$ cat config.mk
export PLATFORM = sky130hd
export DESIGN_NAME = rsv_cw_filter
export DESIGN_NICKNAME = d
export VERILOG_FILES = /design/src/rtl/rsvf_pkg.sv /design/src/rtl/rsvf_decode.sv /design/src/rtl/rsvf_gate.sv /design/src/rtl/rsvf_outreg.sv /design/src/rtl/rsv_cw_filter.sv
export SDC_FILE = /design/constraint.sdc
export NUM_CORES = 1
export LEC_CHECK = 0
export BUFFER_PORTS_ARGS = -buffer_cell sky130_fd_sc_hd__buf_2
export CORE_MARGIN = 4
export CORE_UTILIZATION = 48
export DETAILED_ROUTE_END_ITERATION = 8
export HOLD_SLACK_MARGIN = 0.05
export PLACE_DENSITY = 0.88
export SETUP_SLACK_MARGIN = 0.1
export SLEW_MARGIN = 30
export SYNTH_ARGS = -nofsm -noshare
export SYNTH_HDL_FRONTEND = slang
export SYNTH_SLANG_ARGS = --single-unit
$ cat constraint.sdc
create_clock -name clk -period 2.35 [get_ports clk]
set_input_delay 0 -clock clk [delete_from_list [all_inputs] [get_ports clk]]
set_output_delay 0 -clock clk [all_outputs]
set_load 0.005 [all_outputs]
$ cat src/rtl/rsvf_pkg.sv
package rsvf_pkg;
  localparam int CODE_W = 4;

  typedef enum logic [1:0] {
    CW_PLAIN    = 2'd0,
    CW_RESERVED = 2'd1,
    CW_EXTEND   = 2'd2
  } cw_kind_t;

  localparam logic [CODE_W-1:0] CODE_RSV_A = 4'h5;
  localparam logic [CODE_W-1:0] CODE_RSV_B = 4'h3;
  localparam logic [CODE_W-1:0] CODE_EXT_OPEN  = 4'h1;
  localparam logic [CODE_W-1:0] CODE_EXT_CLOSE = 4'h7;

  function automatic cw_kind_t classify(input logic [CODE_W-1:0] nib);
    case (nib)
      CODE_RSV_A, CODE_RSV_B:         classify = CW_RESERVED;
      CODE_EXT_OPEN, CODE_EXT_CLOSE:  classify = CW_EXTEND;
      default:                        classify = CW_PLAIN;
    endcase
  endfunction
endpackage

$ cat src/rtl/rsvf_decode.sv
module rsvf_decode
  import rsvf_pkg::*;
#(
  parameter int WORD_W = 16
) (
  input  logic              in_valid,
  input  logic              in_ctl,
  input  logic [WORD_W-1:0] in_word,
  output logic              ctl_reserved,
  output logic              ctl_usable,
  output logic              ctl_opens,
  output logic              data_word
);
  localparam int NIB_MSB = WORD_W - 1;
  localparam int PAY_BIT = WORD_W - 1;

  cw_kind_t kind;

  always_comb begin
    kind         = classify(in_word[NIB_MSB -: CODE_W]);
    ctl_reserved = in_valid && in_ctl && (kind != CW_PLAIN);
    ctl_usable   = in_valid && in_ctl && (kind == CW_PLAIN);
    ctl_opens    = ctl_usable && in_word[PAY_BIT];
    data_word    = in_valid && !in_ctl;
  end
endmodule

$ cat src/rtl/rsvf_gate.sv
module rsvf_gate (
  input  logic clk,
  input  logic rst,
  input  logic ctl_reserved,
  input  logic ctl_usable,
  input  logic ctl_opens,
  output logic gate_open
);
  always_ff @(posedge clk) begin
    if (rst) begin
      gate_open <= 1'b0;
    end else if (ctl_reserved) begin
      gate_open <= 1'b0;
    end else if (ctl_usable) begin
      gate_open <= ctl_opens;
    end
  end
endmodule

$ cat src/rtl/rsvf_outreg.sv
module rsvf_outreg #(
  parameter int WORD_W = 16
) (
  input  logic              clk,
  input  logic              rst,
  input  logic              wr,
  input  logic              ctl,
  input  logic [WORD_W-1:0] word,
  input  logic              flag,
  output logic              out_we,
  output logic              out_ctl,
  output logic [WORD_W-1:0] out_word,
  output logic              out_flag
);
  always_ff @(posedge clk) begin
    if (rst) begin
      out_we   <= 1'b0;
      out_ctl  <= 1'b0;
      out_word <= '0;
      out_flag <= 1'b0;
    end else begin
      out_we   <= wr;
      out_flag <= flag;
      if (wr) begin
        out_ctl  <= ctl;
        out_word <= word;
      end
    end
  end
endmodule

$ cat src/rtl/rsv_cw_filter.sv
module rsv_cw_filter #(
  parameter int WORD_W = 16
) (
  input  logic              clk,
  input  logic              rst,
  input  logic              in_valid,
  input  logic              in_ctl,
  input  logic [WORD_W-1:0] in_word,
  output logic              out_we,
  output logic              out_ctl,
  output logic [WORD_W-1:0] out_word,
  output logic              rsv_seen
);
  logic ctl_reserved, ctl_usable, ctl_opens, data_word;
  logic gate_open;
  logic wr;

  rsvf_decode #(.WORD_W(WORD_W)) u_dec (
    .in_valid     (in_valid),
    .in_ctl       (in_ctl),
    .in_word      (in_word),
    .ctl_reserved (ctl_reserved),
    .ctl_usable   (ctl_usable),
    .ctl_opens    (ctl_opens),
    .data_word    (data_word)
  );

  rsvf_gate u_gate (
    .clk          (clk),
    .rst          (rst),
    .ctl_reserved (ctl_reserved),
    .ctl_usable   (ctl_usable),
    .ctl_opens    (ctl_opens),
    .gate_open    (gate_open)
  );

  assign wr = ctl_usable || (data_word && gate_open);

  rsvf_outreg #(.WORD_W(WORD_W)) u_out (
    .clk      (clk),
    .rst      (rst),
    .wr       (wr),
    .ctl      (in_ctl),
    .word     (in_word),
    .flag     (ctl_reserved),
    .out_we   (out_we),
    .out_ctl  (out_ctl),
    .out_word (out_word),
    .out_flag (rsv_seen)
  );
endmodule

==> metrics.md <==
| Metric | Value |
|---|---|
| Status | finished, final reports clean |
| Starting DRT DRC Count | 7 |
| ANT cells | 0 |
| Crit end category | flop |
| CTS tree | yes |
| Worst EP required | between 2 and 3 ns |
| Register area share after synthesis | 0.454 |
| Starting Density | 0.511 |
| Largest net degree at the start of global routing | 37 |
| Bufs on Longest Clock Path | 2 |
| Post-cts repair resize count | 0 |
| Crit path to | u_out.out_word[3] |
| Hold violation total from the final report | 0 |
| Yosys warning total | 0 |
| Count of pins over their slew limit | 0 |
| Post-synthesis cell count | 86 |
| Setup Skew | around 0.0075 ns |
| Synthesized area | roughly 880 µm² |
| Area of all sequential standard cells | between 400 and 500 µm² |
| Drt total wl | around 1900 µm |
| Setup_tns | 0 ns |
| Worst vdd ir | 0.000320 V |
| Util after Layout | 0.752 |
| Critical path type | input pin to flop |
| Core area | around 1700 µm² |
| Reg2Reg Capture Point | u_out.out_word[3] |
| Post-layout min period | 1.39 ns |
| Max_cap viols | 0 |
| Number of fill cells | approximately 130 |
| Area Overhead vs Synth | 47.2% |
| Routability cong. | just over 0.6 |
| Die width | 50.9 µm |
| Num CTS Buffers | 3 |
| Class of the worst hold path | input pin to flop |
| H-Tree Depth | 1 |
| Setup bufs post-CTS | 0 |
| CP arrival | around 1.6 ns |
| Die Area | around 2600 µm² |
| Final total power | 685 µW |
| Routed len/inst | 11.5 µm |
| Post-DP HPWL | roughly 1300 µm |
| Commonest non-fill, non-tap cells in the layout | 38 x buf_2, 32 x nand2b_1, 20 x dfxtp_1 |
| Power Density | 528 nW/µm² |
| Antenna Violating Nets Remaining | 0 |
| Worst hold slack | between 0.1 and 0.15 ns |
| First-pass GRT wire length | 3110 µm |
| Grt total ovfl | 0 |
| Unrepaired setup endpoints after global routing | no |
| Yosys cell types | 17 |
| Sink Count | 20 |
| Pre-Repair DR Iteration Count | 4 |
| Layout cells sized above 1 | 0.315 |
| Leakage power | about 0.00059 µW |
| Clock Tree Root | clkbuf_4 |
| Setup-failing EPs final | 0 |
| Max FO, Critical Path | 17 |
| Placed cell count | 145 |
| Syn avg cell area | a little over 10 µm² |
| Antenna violations before repair | 0 |
| Slew margin rel. | 0.539 |
| Area occupied by multi-input gates | approximately 450 µm² |
| FF-to-FF setup slack | between 0.9 and 1 ns |
| Nets | around 160 |
| Clock latency on the worst-skew pair | approximately 0.30 ns |
| Post-route DRC | 0 |
| Vias in the first global route | between 700 and 800 |
| Row count | 15 |
| Die Y | approximately 51 µm |
| Syn_nets | between 100 and 150 |
| Avg Vias per Cell | 4.55 |
| Via count | 765 |
| IO buf count | 38 |
| R2R depth | 3 |
| Num ports | 39 |
| Fin crit share | 0.592 |
| #FFs+latches synth | 20 |
| Slew @ Worst Pin | 0.691 ns |
| Reg clk slew, reported paths | 0.10 ns |
| Critical Path Start | in_ctl |
| Commonest non-fill, non-tap cell in the layout | buf_2 |
| Fin cells | around 170 |
| Hold buffers post-CTS | 19 |
| Total GRT Usage | 0.157 |
| Critical path startpoint category | input pin |
| Reg2reg start | u_gate.gate_open |
| Fmax | around 0.72 GHz |
## report_power, final
part / switching, µW / internal (µW) / total [µW]
logic: 48.8 / 71.5 / 120
registers: 9.30 / 357 / 367
clock network: 104 / 94.5 / 198
total: 162 / 523 / 685
## how the worst min path moves through the flow
| stage | end | cells after the start | slack [ns] | start |
|---|---|---|---|---|
| 2_1_floorplan | u_out.out_flag | 2 | 0.14 | in_ctl |
| 3_3_place_gp | u_out.out_word[1] | 3 | 0.26 | in_word[1] |
| 3_5_place_dp | u_out.out_word[14] | 3 | 0.27 | in_word[14] |
| 4_1_cts | u_out.out_we | 2 | 0.13 | rst |
| 5_1_grt | u_gate.gate_open | 2 | 0.18 | rst |
| 6_report | u_out.out_we | 2 | 0.14 | rst |
## through the flow
step                setup slack [ns]  cell area [µm²]
global placement                1.03             1070
floorplan                       1.21              882
finish                         0.959             1300
CTS                            0.924             1300
detailed placement             0.943             1070
global route                   0.863             1300
## flip-flops by register name, summed over array words and instances, names as in the netlist
name              count
u_out.out_word       16
u_gate.gate_open      1
u_out.out_ctl         1
u_out.out_flag        1
u_out.out_we          1
## per-layer routing
metal,share of wire,wire length [µm],track usage
met5,0,0,0
met4,0.016,31,0.0538
met3,0.064,124,0.0321
met2,0.49,942,0.293
met1,0.43,839,0.176
## synth_stat cells
cell type,count,area share
nor4_1,1,0.0071
o21bai_1,1,0.0085
nand3_1,1,0.0057
nor2b_1,1,0.0071
a21oi_1,2,0.011
and3b_2,1,0.011
clkbuf_1,3,0.013
a31oi_4,1,0.024
nor3_1,2,0.011
o21ai_2,1,0.0099
nor2_1,1,0.0043
nand2_1,2,0.0085
mux2i_1,15,0.17
buf_12,1,0.023
inv_1,1,0.0043
nand2b_1,32,0.23
dfxtp_1,20,0.45
## kinds of logic (layout without fill, tap and decap cells)
logic type      count (synthesis)  count (layout)  share of synthesized area
simple gates                   41              41                      0.282
flops                          20              20                      0.454
mux                            15              15                      0.170
compound gates                  5               5                     0.0539
buf+inv                         5              62                     0.0397
## critical path, cell delays in order
cell,delay (ns)
dlygate4sd3_1,0.51
buf_2,0.18
o21ai_2,0.10
a31oi_4,0.57
mux2i_1,0.25
## final cells by class
| class | count | area share |
|---|---|---|
| sequential | 20 | 0.308 |
| multi-input combinational | 61 | 0.344 |
| timing repair buffer | 57 | 0.293 |
| tap | 25 | 0.0241 |
| inverter | 1 | 0.00289 |
| clock buffer | 4 | 0.0279 |
Note: power is estimated with default switching activity, not from simulation.
